## src/rtl/scan_pkg.sv

```systemverilog
package scan_pkg;

  typedef enum logic {
    OP_ADDC = 1'b0,
    OP_ROTX = 1'b1
  } op_e;

  localparam int unsigned RST_STAGES = 2;

endpackage

```

## src/rtl/scan_rst_sync.sv

```systemverilog
module scan_rst_sync #(
  parameter int unsigned STAGES = 2
) (
  input  logic clk,
  input  logic arst_n,
  output logic srst_n
);

  logic [STAGES-1:0] sync_q;
  logic [STAGES-1:0] sync_d;

  always_comb begin
    sync_d = {sync_q[STAGES-2:0], 1'b1};
  end

  always_ff @(posedge clk or negedge arst_n) begin
    if (!arst_n) begin
      sync_q <= '0;
    end else begin
      sync_q <= sync_d;
    end
  end

  assign srst_n = sync_q[STAGES-1];

endmodule

```

## src/rtl/scan_cell.sv

```systemverilog
module scan_cell (
  input  logic clk,
  input  logic rst_n,
  input  logic se,
  input  logic en,
  input  logic d,
  input  logic si,
  output logic q
);

  logic q_nxt;

  always_comb begin
    q_nxt = q;
    if (se) begin
      q_nxt = si;
    end else if (en) begin
      q_nxt = d;
    end
  end

  always_ff @(posedge clk or negedge rst_n) begin
    if (!rst_n) begin
      q <= 1'b0;
    end else begin
      q <= q_nxt;
    end
  end

endmodule

```

## src/rtl/scan_next_state.sv

```systemverilog
module scan_next_state
  import scan_pkg::*;
#(
  parameter int unsigned DATA_W = 8
) (
  input  logic [DATA_W-1:0] opnd,
  input  logic              cin,
  input  op_e               op,
  input  logic [DATA_W-1:0] din,
  output logic [DATA_W-1:0] nxt_acc,
  output logic              nxt_flag
);

  logic [DATA_W:0]   sum;
  logic [DATA_W-1:0] rot;

  always_comb begin
    sum = {1'b0, opnd} + {1'b0, din} + {{DATA_W{1'b0}}, cin};
    rot = {opnd[DATA_W-2:0], cin} ^ din;
    unique case (op)
      OP_ADDC: begin
        nxt_acc  = sum[DATA_W-1:0];
        nxt_flag = sum[DATA_W];
      end
      OP_ROTX: begin
        nxt_acc  = rot;
        nxt_flag = opnd[DATA_W-1];
      end
      default: begin
        nxt_acc  = opnd;
        nxt_flag = cin;
      end
    endcase
  end

endmodule

```

## src/rtl/scan_wrap.sv

```systemverilog
module scan_wrap
  import scan_pkg::*;
#(
  parameter int unsigned DATA_W = 8
) (
  input  logic              clk,
  input  logic              rst_n,
  input  logic              scan_mode,
  input  logic              scan_in,
  output logic              scan_out,
  input  logic              step,
  input  logic              op,
  input  logic [DATA_W-1:0] din,
  input  logic              obs_en,
  input  logic              ctl_en,
  input  logic [DATA_W-1:0] ctl_val,
  output logic [DATA_W-1:0] dout,
  output logic              flag
);

  localparam int unsigned CHAIN_N = DATA_W + 1;
  localparam int unsigned FLAG_IX = DATA_W;

  logic                core_rst_n;
  logic [CHAIN_N-1:0]  chain_q;
  logic [CHAIN_N-1:0]  func_d;
  logic [CHAIN_N-1:0]  shift_d;
  logic [DATA_W-1:0]   operand;
  logic [DATA_W-1:0]   nxt_acc;
  logic                nxt_flag;

  scan_rst_sync #(.STAGES(RST_STAGES)) u_rst (
    .clk    (clk),
    .arst_n (rst_n),
    .srst_n (core_rst_n)
  );

  // control mux: forced operand replaces the accumulator
  always_comb begin
    operand = ctl_en ? ctl_val : chain_q[DATA_W-1:0];
  end

  scan_next_state #(.DATA_W(DATA_W)) u_ns (
    .opnd     (operand),
    .cin      (chain_q[FLAG_IX]),
    .op       (op_e'(op)),
    .din      (din),
    .nxt_acc  (nxt_acc),
    .nxt_flag (nxt_flag)
  );

  always_comb begin
    func_d  = {nxt_flag, nxt_acc};
    shift_d = {chain_q[CHAIN_N-2:0], scan_in};
  end

  for (genvar i = 0; i < CHAIN_N; i++) begin : g_cell
    scan_cell u_cell (
      .clk   (clk),
      .rst_n (core_rst_n),
      .se    (scan_mode),
      .en    (step),
      .d     (func_d[i]),
      .si    (shift_d[i]),
      .q     (chain_q[i])
    );
  end

  // observe mux: next-state value in place of the registered state
  always_comb begin
    if (obs_en) begin
      dout = nxt_acc;
      flag = nxt_flag;
    end else begin
      dout = chain_q[DATA_W-1:0];
      flag = chain_q[FLAG_IX];
    end
  end

  assign scan_out = chain_q[CHAIN_N-1];

endmodule

```

## config.mk

```make
export PLATFORM = sky130hd
export DESIGN_NAME = scan_wrap
export DESIGN_NICKNAME = d
export VERILOG_FILES = /design/src/rtl/scan_pkg.sv /design/src/rtl/scan_rst_sync.sv /design/src/rtl/scan_cell.sv /design/src/rtl/scan_next_state.sv /design/src/rtl/scan_wrap.sv
export SDC_FILE = /design/constraint.sdc
export NUM_CORES = 1
export LEC_CHECK = 0
export ABC_AREA = 1
export BUFFER_PORTS_ARGS = -buffer_cell sky130_fd_sc_hd__buf_4
export CORE_MARGIN = 4
export CORE_UTILIZATION = 31
export CTS_BUF_LIST = sky130_fd_sc_hd__clkbuf_8
export DETAILED_ROUTE_END_ITERATION = 12
export PLACE_DENSITY_LB_ADDON = 0.1
export SLEW_MARGIN = 30
export SYNTH_ARGS = -nofsm -noshare
export SYNTH_HDL_FRONTEND = slang
export SYNTH_SLANG_ARGS = --single-unit
```

## constraint.sdc

```tcl
create_clock -name clk -period 5.6 [get_ports clk]
set_clock_uncertainty 0.05 [all_clocks]
set_input_delay 0.84 -clock clk [delete_from_list [all_inputs] [get_ports clk]]
set_output_delay 0.84 -clock clk [all_outputs]
set_load 0.01 [all_outputs]
```

# --- Word level (Yosys, flattened, before mapping) ---
# Cells that the tools add are included.
op_classes:
  add_sub_neg: 2
  mux: 23
  bitwise_logic: 2
  n_reduce_logical: 1
op_table:
  columns: ["operator", "count"]
  rows:
  - ["$mux 1", 19]
  - ["$mux 8", 2]
  - ["$pmux 8 s2", 1]
  - ["$add 8x8->9", 1]
  - ["$add 9x1->9", 1]
  - ["$xor 8x8->8", 1]
  - ["$pmux 1 s2", 1]
  - ["$reduce_bool 2->1", 1]
  - ["$not 1->1", 1]
word_totals:
  ff_bits: 11
  inputBits: 24
  output_inout_bits: 10
  elab_cells: 38

# --- Depth between registers and ports, before layout ---
# Gate-level depths: netlist of the first run.
logic_depth:
  depth_word: 6
  ltp_mapped: 15
  depth_no_buf: 14

# --- Cells and area by module ---
# Synthesis of the first run repeated with hierarchy kept, for this count alone.
hier_totals:
  hier_cells: 244
  hier_area_um2: 1378.8
by_module_without_submodules:
  columns: ["module", "n_inst", "cells_each", "area_each_um2", "seq_area_each_um2"]
  rows:
  - ["scan_next_state", 1, 96, 563.0, 0.0]
  - ["scan_cell", 9, 10, 60.1, 25.0]
  - ["scan_wrap", 1, 55, 221.5, 0.0]
  - ["scan_rst_sync", 1, 3, 53.8, 50.0]

# --- Worst setup path after synthesis of the first run ---
# No wires, ideal clock.
synth_timing:
  path_kind: "input-to-output"
  from: "in ctl_en"
  to: "out flag"
  arrival_time_ps: 2425
  required_time_ps: 4710
  setup_slack_ps: 2285
  stages: 15
  n_path_buf: 1
  cell_sequence: "buf_6 -> inv_8 -> nand2_1 -> nand2_1 -> fa_1 -> inv_1 -> fa_1 -> inv_1 -> nand3_1 -> nand3_1 -> and2_1 -> o21ai_0 -> nand2_1 -> nand2_1 -> nand2_1"
synth_between:
  elab_chain_len: 5
synth_lines:
  columns: ["item", "line_no", "rtl"]
  rows:
  - ["start: declaration", "scan_wrap.sv:15", "input logic ctl_en,"]
  - ["$mux 8 *", "scan_wrap.sv:40", "operand = ctl_en ? ctl_val : chain_q[DATA_W-1:0];"]
  - ["$add 8x8->9", "scan_next_state.sv:18", "sum = {1'b0, opnd} + {1'b0, din} + {{DATA_W{1'b0}}, cin};"]
  - ["$add 9x1->9", "scan_next_state.sv:18", null]
  - ["$pmux 1 s2 *", "scan_next_state.sv:20", "unique case (op)"]
  - ["$mux 1 *", "scan_wrap.sv:71", "if (obs_en) begin"]
  - ["end: declaration", "scan_wrap.sv:18", "output logic flag"]
# Every way passes the cells marked *; elsewhere a longest branch is shown, timed or not.

# --- Worst setup path in the final report of the first run ---
# Same ends and word-level chain as after synthesis.

==> qor.json, run 1 <==
{
  "grt": {
    "pin_count_of_the_biggest_net_entering_global_routing": 12,
    "grt.overflow.total": 0,
    "grt_pass1_vias": 1186,
    "antenna_found_initial": 0,
    "grt_first_pass_wirelength_um": 5678,
    "groute.usage.overall": 0.1379
  },
  "flow_run": {
    "drv.max_cap_violation_count": 0
  },
  "setup_path": {
    "timing.critical_path.from_type": "input port",
    "critical_path.max_fanout": 10,
    "cp_cell_sequence": "buf_4, inv_8, nand2_1, nand2_1, fa_1, inv_1, fa_1, inv_1, nand3_1, nand3_1, and2_1, o21ai_0, nand2_1, nand2_1, nand2_1, buf_4",
    "worst_path_most_repeated_cell": "nand2_1",
    "critical_path.endpoint_type": "output pin",
    "path_class": "input port to output pin",
    "r2r.worst_path.cells": 13,
    "worst_path_max_delay_cell": "fa_1",
    "crit_path_max_incr_delay_ns": 0.39,
    "critPathArrivalTime_ns": 2.75,
    "regToRegEndpoint": "g_cell[8].u_cell.q",
    "critical_path_required_ns": 4.71,
    "reg2reg_from": "g_cell[0].u_cell.q",
    "crit_family": "simple AND/OR/NAND/NOR gates",
    "regToRegSetupSlack_ns": 3.41,
    "worstPathBufferInverterCount": 5
  },
  "logic_synthesis": {
    "ys_top_cells_by_count": "75 x nand2_1, 18 x nand3_1, 17 x inv_1, 11 x dfrtp_1, 10 x o21ai_0",
    "yosys_register_bits": 11,
    "number_of_synthesized_flops_with_an_enable_pin": 0,
    "synth_most_common_cell": "nand2_1",
    "yosys_most_used_dff": "dfrtp_1",
    "yosys.area.top_type_share": 0.2280,
    "synthesized_netlist_cell_count": 197,
    "yosys-top-cells-area": "nand2_1 23%, dfrtp_1 22%, nand3_1 7.3%, ha_1 7.1%, inv_1 5.2%",
    "yosysSeqAreaShare": 0.2229,
    "mappedNetlistNets": 230,
    "largest_area_contributor_in_the_netlist": "nand2_1",
    "ys.warnings.count": 0,
    "post_synth.cell_area_avg_sq_um": 6.269,
    "post_synth_num_cell_types": 29,
    "syn_area_sq_mm": 0.001235,
    "synthArstFlopShare": 1.000
  },
  "run_status": {
    "outcome": "finished clean"
  },
  "clock_tree": {
    "post_cts.resized_instances": 0,
    "clock_sink_count": 11,
    "post-cts-setup-buffers": 0,
    "cts_max_level": 1,
    "tritoncts": "built",
    "cts.root.buffer_cell": "clkbuf_8",
    "cts.reportedPaths.clkPinSlew_ns": 0.05,
    "cts_buffers": 3,
    "clk_path_buf_depth": 2,
    "postCtsHoldBufs": 0,
    "worst_skew_pair.late_latency_ns": 0.24
  },
  "timing": {
    "grt_setup_unrepaired": "false",
    "timing.slew.headroom": 0.6241,
    "final.min_clock_period_ns": 3.636,
    "achievable_frequency_ghz": 0.2750,
    "finalHoldViolCount": 0,
    "timing.hold.ws_ns": 0.1088,
    "slew_violations": 0,
    "total_of_endpoints_with_negative_setup_slack_in_the_final_report": 0,
    "fin_crit_sh": 0.6493,
    "tightest_slew_ns": 0.5617,
    "setup-tns-final_ns": 0
  },
  "route": {
    "drtPass1Iterations": 4,
    "drt-wirelength-per-cell_um": 12.06,
    "route.vias.total": 1295,
    "drt_first_iter_violations": 97,
    "vias_per_cell": 4.675,
    "drtAntennaViolNets": 0,
    "drcViolationCount": 0,
    "wl_um": 3341
  },
  "layout": {
    "syn_to_final_growth_pct": 26.14,
    "drive_above_1_share": 0.2183,
    "antennaDiodeCount": 0,
    "final_cells": 277,
    "regArea_sq_um": 275.3,
    "multi_input_comb_area_sq_um": 835.8,
    "nFillCells": 426,
    "layout.nets": 263
  },
  "die": {
    "boundaryPins": 34,
    "fp.dieW_um": 71.12,
    "die_height_um": 71.12,
    "initial_utilization": 0.3299,
    "core-area_sq_mm": 0.003744,
    "total_number_of_placement_rows": 22,
    "die_area_sq_mm": 0.005057
  },
  "power_and_ir_drop": {
    "power_leakage_uw": 0.0008584,
    "power_density_mw_per_mm2": 233.1,
    "vdd.ir_drop.worst_uv": 140.0
  },
  "placement": {
    "dp.cells": 273,
    "dp.final_hpwl_um": 2818,
    "io_buffers": 33,
    "place_congestion": 0.7837
  },
  "worst_hold_path": {
    "timing.hold.worst.class": "register to asynchronous set/reset pin"
  }
}
placed cells by master, fill, tap and decap left out, types with 2 or more instances in the layout:
cell type,n
nand2_2,6
xnor2_1,2
inv_2,5
nand3_2,2
nand2_1,75
clkbuf_8,3
inv_1,18
a21oi_1,5
or2_1,3
a22oi_1,7
nor2_1,6
o21ai_0,10
buf_4,33
fa_1,2
dfrtp_1,11
ha_1,7
nand3_1,18
nand4_1,3
o21ai_1,4
registers in the layout, indices dropped and copies added (netlist names):
name and flops:
g_cell.u_cell.q 9, u_rst.sync_q 2
kinds of logic after synthesis:
group / synth area share
other cells: 0.003037
compound gates: 0.1368
xor+xnor: 0.02128
buf+inv: 0.1003
fa+ha+maj: 0.1033
flops: 0.2229
simple gates: 0.4124
where the power goes:
part | internal (uW) | leakage [uW] | total (uW) | switching, uW
registers | 92.2 | 0.000135 | 110 | 17.6
logic | 78.2 | 0.000696 | 176 | 98.2
clock network | 48.0 | 0.0000269 | 76.9 | 28.8
total | 218 | 0.000858 | 363 | 145
final cells by class:
cell class | instances | share of cell area
Clock buffer | 3 | 0.02651
Clock inverter | 1 | 0.002410
Inverter | 23 | 0.06024
Multi-Input combinational cell | 158 | 0.5365
Sequential cell | 11 | 0.1767
Tap cell | 48 | 0.03855
Timing Repair Buffer | 33 | 0.1590
how the worst max path moves through the flow:
| stage | slack, ns | from | cells after the start | to |
|---|---|---|---|---|
| floorplan | 2.28 | ctl_en | 15 | flag |
| detailed placement | 1.95 | ctl_en | 16 | flag |
| finish | 1.96 | ctl_en | 16 | flag |
| global placement | 2.00 | ctl_en | 16 | flag |
| global route | 1.78 | ctl_en | 16 | flag |
| CTS | 1.95 | ctl_en | 16 | flag |
metrics by stage:
stage	setup slack [ns]	utilization	power [uW]	cell area, sq um
after floorplan	2.285	-	224.6	1235
after global placement	1.996	0.4041	290.5	1513
after detailed placement	1.951	0.4041	289.0	1513
after CTS	1.949	0.4161	368.1	1558
after global routing	1.780	0.4161	399.4	1558
final	1.964	0.4161	363.1	1558
routing by layer:
metal / share of wire / vias to the layer above / global-route usage / wire, um
met5: 0 / - / 0 / 0
met2: 0.41 / 42 / 0.1967 / 1378
li1: - / 702 / - / -
met1: 0.52 / 551 / 0.2169 / 1730
met3: 0.069 / 0 / 0.03125 / 232
met4: 0 / 0 / 0.01253 / 0
No activity file was read; power rests on OpenSTA's default activity.
==> run 2, diff against run 1 <==
- clock period: 5.6 -> 3 ns (I/O delays scaled with it)
==> qor.json, run 2 (synthesis results as in run 1) <==
{
  "run_status": {
    "outcome": "finished clean"
  },
  "placement": {
    "io_buffers": 33,
    "placedInstanceArea_sq_mm": 0.001520,
    "place_congestion": 0.7821,
    "dp.final_hpwl_um": 2806
  },
  "route": {
    "vias_per_cell": 4.568,
    "drcViolationCount": 0,
    "drtAntennaViolNets": 0,
    "drtPass1Iterations": 4,
    "drt_first_iter_violations": 74,
    "wl_um": 3439,
    "route.vias.total": 1279,
    "drt-wirelength-per-cell_um": 12.28
  },
  "power_and_ir_drop": {
    "power_leakage_uw": 0.0008727,
    "vdd.ir_drop.worst_uv": 245.7,
    "power_density_mw_per_mm2": 433.2
  },
  "grt": {
    "grt_pass1_vias": 1154,
    "grt_first_pass_wirelength_um": 5623,
    "globalRouteMet3Util": 0.02983,
    "busiest_layer": "met1",
    "gr-usage-met2": 0.2070,
    "antenna_found_initial": 0,
    "groute.usage.overall": 0.1376,
    "pin_count_of_the_biggest_net_entering_global_routing": 12,
    "met1_capacity_usage_during_global_routing": 0.2083,
    "grt.overflow.total": 0
  },
  "layout": {
    "nFillCells": 425,
    "final_cell_mix": "75 x nand2_1, 34 x buf_4, 18 x inv_1, 18 x nand3_1, 11 x dfrtp_1",
    "final_cell_area_sq_mm": 0.001589,
    "syn_to_final_growth_pct": 28.67,
    "drive_above_1_share": 0.2284,
    "largest_register_ff_count": 9,
    "antennaDiodeCount": 0,
    "layout_commonest_cell": "nand2_1",
    "largest_registers": "g_cell.u_cell.q: 9 flops, u_rst.sync_q: 2 flops",
    "layout.nets": 266,
    "top_register": "g_cell.u_cell.q"
  },
  "setup_path": {
    "critPathArrivalTime_ns": 2.33,
    "cp_cell_sequence": "nand2_1, nand2_1, fa_2, inv_1, fa_1, inv_1, nand3_1, nand3_1, and2_1, o21ai_0, nand2_1, nand2_1, nand2_1, buf_4",
    "worst_path_max_delay_cell": "dfrtp_1",
    "critical_path_required_ns": 2.50,
    "worst_path_most_repeated_cell": "nand2_1",
    "path_class": "register to output pin",
    "crit_path_max_incr_delay_ns": 0.41,
    "worstPathBufferInverterCount": 3,
    "critical_path.endpoint_type": "output pin",
    "crit_family": "simple AND/OR/NAND/NOR gates",
    "timing.critical_path.from_type": "register",
    "critical_path.max_fanout": 3
  },
  "die": {
    "fp.dieW_um": 71.12,
    "boundaryPins": 34,
    "die_area_sq_mm": 0.005057,
    "initial_utilization": 0.3299,
    "core-area_sq_mm": 0.003744,
    "die_height_um": 71.12,
    "total_number_of_placement_rows": 22
  },
  "clock_tree": {
    "clock_sink_count": 11,
    "cts.root.buffer_cell": "clkbuf_8",
    "cts_buffers": 3,
    "tritoncts": "built",
    "cts.reportedPaths.clkPinSlew_ns": 0.05,
    "clk_path_buf_depth": 2,
    "cts_max_level": 1,
    "worst_skew_pair.late_latency_ns": 0.23
  },
  "timing": {
    "fin_crit_sh": 0.9430,
    "finalHoldViolCount": 0,
    "timing.slew.headroom": 0.5989,
    "slew_violations": 0,
    "final.min_clock_period_ns": 2.829,
    "achievable_frequency_ghz": 0.3535,
    "setup-tns-final_ns": 0,
    "tightest_slew_ns": 0.5995,
    "total_of_endpoints_with_negative_setup_slack_in_the_final_report": 0,
    "grt_setup_unrepaired": "false"
  },
  "flow_run": {
    "drv.max_cap_violation_count": 0
  },
  "worst_hold_path": {
    "timing.hold.worst.class": "register to asynchronous set/reset pin"
  }
}
## run 2: changes by cell type in the layout (fill, tap and decap cells not counted), sizes merged
| cell | previous run | this run |
|---|---|---|
| dlygate4sd3 | 0 | 1 |
| buf | 33 | 35 |
## run 2: cell type report
| cell class | count | area (sq um) | share of cell area |
|---|---|---|---|
| clock buffer | 3 | 41.29 | 0.02598 |
| clock inverter | 1 | 3.754 | 0.002362 |
| inverter | 23 | 93.84 | 0.05906 |
| multi-input combinational | 158 | 838.3 | 0.5276 |
| sequential | 11 | 275.3 | 0.1732 |
| tap | 48 | 60.06 | 0.03780 |
| timing repair buffer | 36 | 276.5 | 0.1740 |
## run 2: worst reg2reg max path, delay by kind of cell (launching register included)
family	cells	cell delay (ns)
compound gates	1	0.16
fa+ha+maj	2	0.55
buf+inv	2	0.13
flops	1	0.41
simple gates	8	0.71
## run 2: path summary, 6_finish.rpt
path / start / end / slack, ns / cells after the start
max reg2reg: g_cell[0].u_cell.q / g_cell[8].u_cell.q / 0.88 / 13
max in group asynchronous: rst_n / u_rst.sync_q[1] / 2.33 / 2
min reg2reg: u_rst.sync_q[1] / g_cell[3].u_cell.q / 0.1 / 0
max: g_cell[0].u_cell.q / flag / 0.17 / 14
min: u_rst.sync_q[1] / g_cell[3].u_cell.q / 0.1 / 0
min in group clk: u_rst.sync_q[0] / u_rst.sync_q[1] / 0.29 / 0
## run 2: stage by stage
step           total power (uW)  setup WS, ns    util  instances  hold slack, ns
2_1_floorplan             419.3        0.4646       -        197         0.05779
6_report                  688.4        0.1711  0.4245        280         0.09600
3_5_place_dp              543.6        0.1331  0.4061        274          0.1074
3_3_place_gp              548.0        0.1878  0.4061        274          0.1108
5_1_grt                   753.3      0.008223  0.4245        280          0.1555
4_1_cts                   691.8        0.1092  0.4208        279          0.1196
## run 2: report_power, final
group | total (uW) | internal (uW) | switching [uW]
Clock | 142 | 89.5 | 52.0
Sequential | 202 | 172 | 30.0
Combinational | 345 | 154 | 191
Total | 688 | 416 | 273
## run 2: timing repair
action                     CTS  global route
gates resized for setup      0             2
setup endpoints to repair    0             1
buffers inserted             0             1
hold buffers                 1             0
hold endpoints to repair     2             0
## run 2: routing by layer
layer | vias up | part of all wire
met5 | - | 0
met4 | 0 | 0
met3 | 0 | 0.051
met2 | 32 | 0.42
met1 | 540 | 0.52
li1 | 707 | -
